## config.mk

```make
export PLATFORM = sky130hd
export DESIGN_NAME = uart_rx_buf
export DESIGN_NICKNAME = d
export VERILOG_FILES = /design/src/rtl/uart_rxb_pkg.sv /design/src/rtl/rxb_parity.sv /design/src/rtl/rxb_fifo.sv /design/src/rtl/uart_rx_buf.sv
export SDC_FILE = /design/constraint.sdc
export NUM_CORES = 1
export LEC_CHECK = 0
export BUFFER_PORTS_ARGS = -buffer_cell sky130_fd_sc_hd__buf_2
export CORE_MARGIN = 2
export CORE_UTILIZATION = 53
export CTS_BUF_LIST = sky130_fd_sc_hd__clkbuf_8
export DETAILED_ROUTE_END_ITERATION = 10
export PLACE_DENSITY = 0.78
export SYNTH_ARGS = -nofsm -noshare
export SYNTH_HDL_FRONTEND = slang
export SYNTH_HIERARCHICAL = 1
export SYNTH_SLANG_ARGS = --single-unit
```

## constraint.sdc

```tcl
create_clock -name clk -period 1.5 [get_ports clk]
set_input_delay 0.15 -clock clk [delete_from_list [all_inputs] [get_ports clk]]
set_output_delay 0.15 -clock clk [all_outputs]
set_load 0.1 [all_outputs]
```

## src/rtl/uart_rxb_pkg.sv

```systemverilog
package uart_rxb_pkg;

   // Per-character status carried through the FIFO beside the data.
   typedef struct packed {
      logic ovr;   // a later frame was dropped after this one
      logic perr;  // parity mismatch, checked at arrival
      logic stop;  // sampled stop-bit value
   } rxb_flags_t;

   function automatic logic calc_perr(input logic ones_odd, input logic odd_mode);
      // Mismatch when the parity of data plus parity bit differs from the mode.
      return ones_odd != odd_mode;
   endfunction

endpackage

```

## src/rtl/rxb_parity.sv

```systemverilog
module rxb_parity #(
   parameter int DATA_W      = 8,
   parameter bit PAR_SUPPORT = 1'b1
) (
   input  logic              chk_en,
   input  logic              odd_mode,
   input  logic [DATA_W-1:0] data,
   input  logic              par_bit,
   output logic              perr
);
   import uart_rxb_pkg::*;

   generate
      if (PAR_SUPPORT) begin : g_checker
         logic ones_odd;
         assign ones_odd = (^data) ^ par_bit;
         assign perr     = chk_en & calc_perr(ones_odd, odd_mode);
      end else begin : g_no_checker
         logic unused_in;
         assign unused_in = chk_en ^ odd_mode ^ par_bit ^ (^data);
         assign perr      = 1'b0;
      end
   endgenerate

endmodule

```

## src/rtl/rxb_fifo.sv

```systemverilog
module rxb_fifo #(
   parameter int DATA_W = 8,
   parameter int DEPTH  = 2
) (
   input  logic                           clk,
   input  logic                           rst_n,
   input  logic                           flush,
   input  logic                           push,
   input  logic [DATA_W-1:0]              wr_data,
   input  uart_rxb_pkg::rxb_flags_t       wr_flags,
   input  logic                           pop,
   output logic [DATA_W-1:0]              head_data,
   output uart_rxb_pkg::rxb_flags_t       head_flags,
   output logic                           empty,
   output logic                           full,
   output logic                           popped
);
   import uart_rxb_pkg::*;

   localparam int PW = (DEPTH > 1) ? $clog2(DEPTH) : 1;
   localparam int CW = $clog2(DEPTH + 1);
   localparam logic [PW-1:0] LAST_IDX = PW'(DEPTH - 1);
   localparam logic [CW-1:0] FULL_CNT = CW'(DEPTH);

   initial assert (DEPTH >= 2) else $fatal(1, "rxb_fifo: DEPTH must be at least 2");

   logic [DATA_W-1:0] mem_data [DEPTH];
   rxb_flags_t        mem_flg  [DEPTH];
   logic [PW-1:0]     wr_ptr, rd_ptr, newest_ptr;
   logic [CW-1:0]     count;
   logic              do_pop, do_push, do_mark;

   function automatic logic [PW-1:0] ptr_inc(input logic [PW-1:0] p);
      return (p == LAST_IDX) ? '0 : p + 1'b1;
   endfunction

   assign empty      = (count == '0);
   assign full       = (count == FULL_CNT);
   assign do_pop     = pop & ~empty & ~flush;
   assign do_push    = push & (~full | do_pop) & ~flush;
   assign do_mark    = push & full & ~do_pop & ~flush;
   assign newest_ptr = (wr_ptr == '0) ? LAST_IDX : wr_ptr - 1'b1;
   assign popped     = do_pop;

   assign head_data  = mem_data[rd_ptr];
   assign head_flags = mem_flg[rd_ptr];

   always_ff @(posedge clk or negedge rst_n) begin
      if (!rst_n) begin
         wr_ptr <= '0;
         rd_ptr <= '0;
         count  <= '0;
      end else if (flush) begin
         wr_ptr <= '0;
         rd_ptr <= '0;
         count  <= '0;
      end else begin
         if (do_push) wr_ptr <= ptr_inc(wr_ptr);
         if (do_pop)  rd_ptr <= ptr_inc(rd_ptr);
         case ({do_push, do_pop})
            2'b10:   count <= count + 1'b1;
            2'b01:   count <= count - 1'b1;
            default: count <= count;
         endcase
      end
   end

   genvar g;
   generate
      for (g = 0; g < DEPTH; g++) begin : g_slot
         always_ff @(posedge clk or negedge rst_n) begin
            if (!rst_n) begin
               mem_data[g] <= '0;
               mem_flg[g]  <= '0;
            end else if (do_push && wr_ptr == PW'(g)) begin
               mem_data[g] <= wr_data;
               mem_flg[g]  <= wr_flags;
            end else if (do_mark && newest_ptr == PW'(g)) begin
               mem_flg[g].ovr <= 1'b1;
            end
         end
      end
   endgenerate


   no_overflow_chk: assert property (@(posedge clk) disable iff (!rst_n)
      count <= FULL_CNT);


   push_pop_balance_chk: assert property (@(posedge clk) disable iff (!rst_n)
      (push && pop && !empty && !flush) |=> (count == $past(count)));


   drop_keeps_full_chk: assert property (@(posedge clk) disable iff (!rst_n)
      (push && full && !pop && !flush) |=> full);


   flush_empties_chk: assert property (@(posedge clk) disable iff (!rst_n)
      flush |=> empty);

endmodule

```

## src/rtl/uart_rx_buf.sv

```systemverilog
module uart_rx_buf #(
   parameter int DATA_W      = 8,
   parameter int DEPTH       = 2,
   parameter bit PAR_SUPPORT = 1'b1
) (
   input  logic              clk,
   input  logic              rst_n,
   input  logic              rx_en,
   input  logic              par_en,
   input  logic              par_odd,
   input  logic              frm_valid,
   input  logic [DATA_W-1:0] frm_data,
   input  logic              frm_par,
   input  logic              frm_stop,
   input  logic              rd_en,
   output logic [DATA_W-1:0] rd_data,
   output logic              rd_perr,
   output logic              rd_ovr,
   output logic              rd_ferr,
   output logic              rx_done
);
   import uart_rxb_pkg::*;


   initial assert (DATA_W >= 5 && DATA_W <= 8)
      else $fatal(1, "uart_rx_buf: DATA_W must be 5..8");

   logic              new_perr;
   rxb_flags_t        wr_flags, head_flags;
   logic [DATA_W-1:0] head_data, last_q;
   logic              fifo_empty, fifo_full, popped;

   rxb_parity #(.DATA_W(DATA_W), .PAR_SUPPORT(PAR_SUPPORT)) u_par (
      .chk_en  (par_en),
      .odd_mode(par_odd),
      .data    (frm_data),
      .par_bit (frm_par),
      .perr    (new_perr)
   );

   always_comb begin
      wr_flags      = '0;
      wr_flags.perr = new_perr;
      wr_flags.stop = frm_stop;
   end

   rxb_fifo #(.DATA_W(DATA_W), .DEPTH(DEPTH)) u_fifo (
      .clk       (clk),
      .rst_n     (rst_n),
      .flush     (~rx_en),
      .push      (frm_valid),
      .wr_data   (frm_data),
      .wr_flags  (wr_flags),
      .pop       (rd_en),
      .head_data (head_data),
      .head_flags(head_flags),
      .empty     (fifo_empty),
      .full      (fifo_full),
      .popped    (popped)
   );

   always_ff @(posedge clk or negedge rst_n) begin
      if (!rst_n)      last_q <= '0;
      else if (popped) last_q <= head_data;
   end

   assign rx_done = ~fifo_empty;
   assign rd_data = fifo_empty ? last_q : head_data;
   assign rd_perr = ~fifo_empty & par_en & head_flags.perr;
   assign rd_ovr  = ~fifo_empty & head_flags.ovr;
   assign rd_ferr = ~fifo_empty & ~head_flags.stop;


   empty_read_hold_chk: assert property (@(posedge clk) disable iff (!rst_n)
      (rd_en && !rx_done && !(frm_valid && rx_en)) |=> $stable(rd_data));


   done_after_push_chk: assert property (@(posedge clk) disable iff (!rst_n)
      (frm_valid && rx_en && !rd_en) |=> rx_done);


   disabled_empty_chk: assert property (@(posedge clk) disable iff (!rst_n)
      !rx_en |=> !rx_done);


   full_stays_done_chk: assert property (@(posedge clk) disable iff (!rst_n)
      (fifo_full && rx_en && !rd_en) |=> rx_done);

endmodule

```

==> results.toml, run 1 <==
[pwr]
leakagePower_nw = 1.26
power_density_mw_per_mm2 = 1660
peakVddDrop_uv = 1410
power_w = 0.00439

[floorplan]
start_util_pct = 55.7
core-area_mm2 = 0.00336
die_width_um = 63.4
design.die.area_mm2 = 0.00402
fp-row-count = 21
ios = 29
fp.dieH_um = 63.4

[worst_setup_path]
cp_max_fo = 6
r2r_slack_ns = -0.07
startpoint_type = "register"
cp.arrival_ns = 1.65
reg2reg_to = "u_fifo/mem_data[3]$_DFFE_PN0P_"
startpoint = "u_fifo/rd_ptr$_DFFE_PN0P_"
regToRegStartpoint = "u_fifo/count[1]$_DFFE_PN0P_"
end_kind = "output pin"
crit_type = "reg2out"
crit_required_ns = 1.35
reg2reg_depth = 5

[cts]
clkSinkCount = 34
cts_buffer_depth = 2
cts.htree.levels = 2
root_buffer = "clkbuf_8"
insertion_delay_ns = 0.30
clkTransAtPathRegs_ns = 0.07
cts_tree = "done"
cts_buffers = 5

[routing]
num_vias = 1327
vias_per_cell = 5.51
first_pass_iters = 4
wire_per_inst_um = 20.0
drt_wl_total_um = 4810
antenna_left = 0
drc = 0
first_iter_violations = 45

[placed_design]
place.gp.congestion = 0.742
dp_cells = 226
detailed_place_hpwl_um = 2860
io_buffers = 28

[timing]
fin_crit_ns = 1.80
fin_crit_sh_pct = 120
drv_slew = 0
clock_skew_ns = 0.0120
rsz0062_at_grt = "yes"
max_freq_mhz = 554
hold_viol_final = 0
setup_ws_ns = -0.304
finalSetupViolations = 30

[synthesis]
syn_area_mm2 = 0.00187
async_flop_share_pct = 100
yosysTopAreaCellShare_pct = 45.5
synthCells = 141
yosysSeqAreaShare_pct = 45.5
synth_seq_cells = 34
synth_commonest_cells = "34 x dfrtp_1, 32 x mux2_2, 15 x mux2_4"
yosysMostFrequentCell = "dfrtp_1"
yosys_warnings = 6
yosys.cell_types.count = 33
yosysTopAreaCell = "dfrtp_1"
postSynthAreaPerCell_um2 = 13.3
synthTopCellsByArea = "dfrtp_1 45%, mux2_2 19%, mux2_4 12%"
synth-edff-count = 0
synth_ff_type = "dfrtp_1"

[run_status]
violations = "setup timing"
status = "finished, violations left"

[cells_and_area]
finish.net_count = 212
drive_above_1_share_pct = 59.5
finish.utilization_pct = 78.6
stdcell_count = 241
areaGrowthSynthToFinish_pct = 41.2
diodes = 0

[hold_path]
hold_end = "u_fifo/mem_flg[3]$_DFFE_PN0P_"
worst_hold_path.num_cells = 2
hold_path_class = "in2reg"
worstHoldStart = "frm_stop"

[global_route]
antenna_found_initial = 0
overflow = 0
track_usage_pct = 23.5
grt_pass1_vias = 1458
grt_max_degree = 19
grt_pass1_wl_um = 7090

[run]
drv_cap = 0
-- kinds of logic (layout without fill, tap and decap cells) --
| group | count (synthesis) | count (layout) | share of synthesized area (%) |
|---|---|---|---|
| mux | 47 | 47 | 31.3 |
| flops | 34 | 34 | 45.5 |
| simple gates | 25 | 25 | 9.09 |
| compound gates | 12 | 12 | 4.48 |
| buf+inv | 12 | 65 | 4.08 |
| xor+xnor | 10 | 10 | 5.41 |
| other cells | 1 | 2 | 0.200 |
-- placed cells by master (no fill, tap or decap), types with 2 or more instances in the layout --
| cell | n |
|---|---|
| nand2b_1 | 4 |
| nor2_1 | 5 |
| nor4_1 | 2 |
| xnor2_1 | 5 |
| inv_1 | 5 |
| clkinv_2 | 2 |
| xor2_1 | 4 |
| buf_12 | 13 |
| a21oi_1 | 3 |
| mux2_2 | 11 |
| buf_6 | 8 |
| nor2_4 | 2 |
| clkbuf_8 | 5 |
| buf_2 | 16 |
| a211oi_1 | 2 |
| mux2_4 | 36 |
| buf_4 | 13 |
| conb_1 | 2 |
| dfrtp_1 | 33 |
-- sequential cells by signal (all words and copies together), names as in the netlist --
signal,flops
u_fifo/count,2
last_q,8
u_fifo/mem_flg,6
u_fifo/mem_data,16
u_fifo/wr_ptr,1
u_fifo/rd_ptr,1
-- layout make-up --
| class | count | area, µm² |
|---|---|---|
| Fill cell | 208 | 721 |
| Inverter | 5 | 18.8 |
| Clock buffer | 5 | 68.8 |
| Tap cell | 46 | 57.6 |
| Multi-Input combinational cell | 96 | 1060 |
| Timing Repair Buffer | 53 | 578 |
| Sequential cell | 34 | 852 |
| Clock inverter | 2 | 10.0 |
-- critical path, stage by stage, from the launching register on --
cell	delay, ns
dfrtp_1	0.42
buf_6	0.16
mux2_4	0.32
mux2_4	0.29
buf_12	0.17
-- per-layer routing --
metal / vias to the layer above / global-route usage, % / part of all wire, %
met3: 9 / 7.14 / 5.0
li1: 609 / - / -
met5: - / 0 / 0
met2: 46 / 40.4 / 52
met4: 0 / 9.24 / 2.2
met1: 663 / 27.3 / 40
-- stage by stage --
| stage | instance area (µm²) | setup WS, ns | hold slack, ns | TNS [ns] |
|---|---|---|---|---|
| final | 2640 | -0.304 | 0.121 | -3.64 |
| after detailed placement | 2330 | -0.0827 | 0.117 | -0.897 |
| after floorplan | 1900 | -0.0741 | -0.146 | -0.703 |
| after global routing | 2640 | -0.363 | 0.104 | -4.64 |
| after CTS | 2560 | -0.285 | 0.104 | -2.95 |
| after global placement | 2330 | -0.0368 | 0.109 | -0.0801 |
-- worst max path at each step --
stage	end	slack [ns]	cells after the start
2_1_floorplan	u_fifo/mem_data[10]$_DFFE_PN0P_	-0.07	5
3_3_place_gp	u_fifo/mem_flg[4]$_DFFE_PN0P_	-0.04	6
3_5_place_dp	last_q[2]$_DFFE_PN0P_	-0.08	3
4_1_cts	rd_data[6]	-0.28	4
5_1_grt	rd_data[2]	-0.36	4
6_report	rd_data[2]	-0.30	4
-- where the power goes --
| part | leakage (nW) | total (W) | switching, W | internal, W |
|---|---|---|---|---|
| logic | 0.806 | 0.00237 | 0.00128 | 0.00108 |
| clock network | 0.0438 | 0.000658 | 0.000347 | 0.000312 |
| registers | 0.413 | 0.00136 | 0.000181 | 0.00118 |
| total | 1.26 | 0.00439 | 0.00181 | 0.00258 |
-- repair_timing --
action                                  4_1_cts  5_1_grt
pin swaps                                     3        2
endpoints found under the hold margin        16        0
gates cloned                                  0        1
endpoints found under the setup margin       37       41
gates resized for setup                      24       17
hold buffers                                  1        0
buffers inserted                              5        2
Note: power is estimated with default switching activity, not from simulation.
==> inputs of run 2 (changes only) <==
RECOVER_POWER = 100   (was not set)
==> results.toml, run 2 (synthesized netlist as in run 1, its figures left out) <==
[floorplan]
fp-row-count = 21
core-area_mm2 = 0.00336
start_util_pct = 55.7
fp.dieH_um = 63.4
ios = 29
design.die.area_mm2 = 0.00402
die_width_um = 63.4

[placed_design]
place.gp.congestion = 0.742
placed_area_mm2 = 0.00233
detailed_place_hpwl_um = 2860
io_buffers = 28

[routing]
drt_wl_total_um = 4840
first_iter_violations = 46
drc = 0
vias_per_cell = 5.51
wire_per_inst_um = 20.1
first_pass_iters = 4
antenna_left = 0
num_vias = 1329

[cells_and_area]
finish.net_count = 212
areaGrowthSynthToFinish_pct = 39.8
drive_above_1_share_pct = 57.9
stdcell_area_mm2 = 0.00262
final_common_cell = "mux2_4"
top_regs = "u_fifo/mem_data x16, last_q x8, u_fifo/mem_flg x6"
filler_cell_count = 214
largest_reg_flops = 16
diodes = 0
largest_register = "u_fifo/mem_data"
final_cell_mix = "36 x mux2_4, 33 x dfrtp_1, 15 x buf_2, 12 x buf_12, 11 x mux2_2"
finish.utilization_pct = 77.8

[global_route]
grt_pass1_wl_um = 7090
overflow = 0
grt_max_degree = 19
antenna_found_initial = 0
grt_pass1_vias = 1458
track_usage_pct = 23.5

[pwr]
peakVddDrop_uv = 1370
power_w = 0.00438
power_density_mw_per_mm2 = 1670
leakagePower_nw = 1.25

[timing]
tightest_slew_ns = 0.988
slew_headroom_pct = 34.1
hold_viol_final = 0
clock_skew_ns = 0.0121
drv_slew = 0
hold_ws_ns = 0.118
fin_crit_ns = 1.81
max_freq_mhz = 553
rsz0062_at_grt = "yes"
fin_crit_sh_pct = 120
setup_ws_ns = -0.307
finalSetupViolations = 33

[run_status]
status = "finished, violations left"
violations = "setup timing"

[cts]
insertion_delay_ns = 0.30
cts_buffer_depth = 2
clkSinkCount = 34
cts.htree.levels = 2
cts_buffers = 5
root_buffer = "clkbuf_8"
cts_tree = "done"
clkTransAtPathRegs_ns = 0.07

[worst_setup_path]
crit_type = "reg2out"
slowest_delay_ns = 0.42
startpoint_type = "register"
path_cells = "buf_6 > mux2_4 > mux2_4 > buf_12"
crit_top_cell = "mux2_4"
cp.arrival_ns = 1.66
end_kind = "output pin"
crit_required_ns = 1.35
cp_max_fo = 6
crit_path_top_delay_cell = "dfrtp_1"

[hold_path]
hold_path_class = "in2reg"

[run]
drv_cap = 0
==> run 2: final cells by class <==
| cell class | instances | area, µm² | share of cell area, % |
|---|---|---|---|
| multi-input combinational | 96 | 1050 | 40.2 |
| sequential | 34 | 852 | 32.6 |
| timing repair buffer | 53 | 558 | 21.3 |
| tap | 46 | 57.6 | 2.20 |
| clock inverter | 2 | 10.0 | 0.382 |
| clock buffer | 5 | 68.8 | 2.63 |
| inverter | 5 | 18.8 | 0.717 |
==> run 2: path summary, 6_finish.rpt <==
check / startpoint / endpoint / slack [ns] / depth (start not counted)
setup / recovery: u_fifo/rd_ptr$_DFFE_PN0P_ / rd_data[2] / -0.31 / 4
hold reg to reg: u_fifo/mem_data[1]$_DFFE_PN0P_ / u_fifo/mem_data[1]$_DFFE_PN0P_ / 0.51 / 1
hold / removal: frm_stop / u_fifo/mem_flg[3]$_DFFE_PN0P_ / 0.12 / 2
max in group asynchronous: rst_n / u_fifo/mem_data[0]$_DFFE_PN0P_ / 0.15 / 3
setup reg to reg: u_fifo/count[1]$_DFFE_PN0P_ / u_fifo/mem_data[10]$_DFFE_PN0P_ / -0.13 / 4
min in group asynchronous: rst_n / u_fifo/mem_flg[5]$_DFFE_PN0P_ / 0.53 / 2
==> run 2: repair_timing <==
item	CTS	global route
endpoints found under the hold margin	16	0
gates resized for setup	24	17
setup buffers	5	2
pin swaps	3	2
cloned	0	1
hold buffers	1	0
endpoints found under the setup margin	37	41
==> run 2: routing by layer <==
metal  part of all wire (%)  vias up  track usage (%)
met3                    4.7        9             7.14
met5                      0        -                0
met4                    2.2        0             9.24
met1                     40      670             27.3
met2                     53       43             40.4
li1                       -      607                -
==> run 2: where the power goes <==
group | internal (W) | leakage [nW] | switching, W
registers | 0.00118 | 0.413 | 0.000183
clock network | 0.000312 | 0.0438 | 0.000349
logic | 0.00108 | 0.792 | 0.00128
total | 0.00257 | 1.25 | 0.00182
==> run 2: through the flow <==
| step | setup WS [ns] | TNS, ns | std cells |
|---|---|---|---|
| 2_1_floorplan | -0.0741 | -0.703 | 142 |
| 6_report | -0.307 | -4.44 | 241 |
| 5_1_grt | -0.363 | -7.01 | 241 |
| 4_1_cts | -0.285 | -2.95 | 239 |
| 3_3_place_gp | -0.0368 | -0.0801 | 226 |
| 3_5_place_dp | -0.0827 | -0.897 | 226 |
==> run 2: critical path: cells and delay by family, from the launching register on <==
family	cells	cell delay (ns)
mux	2	0.61
flops	1	0.42
buf+inv	2	0.33
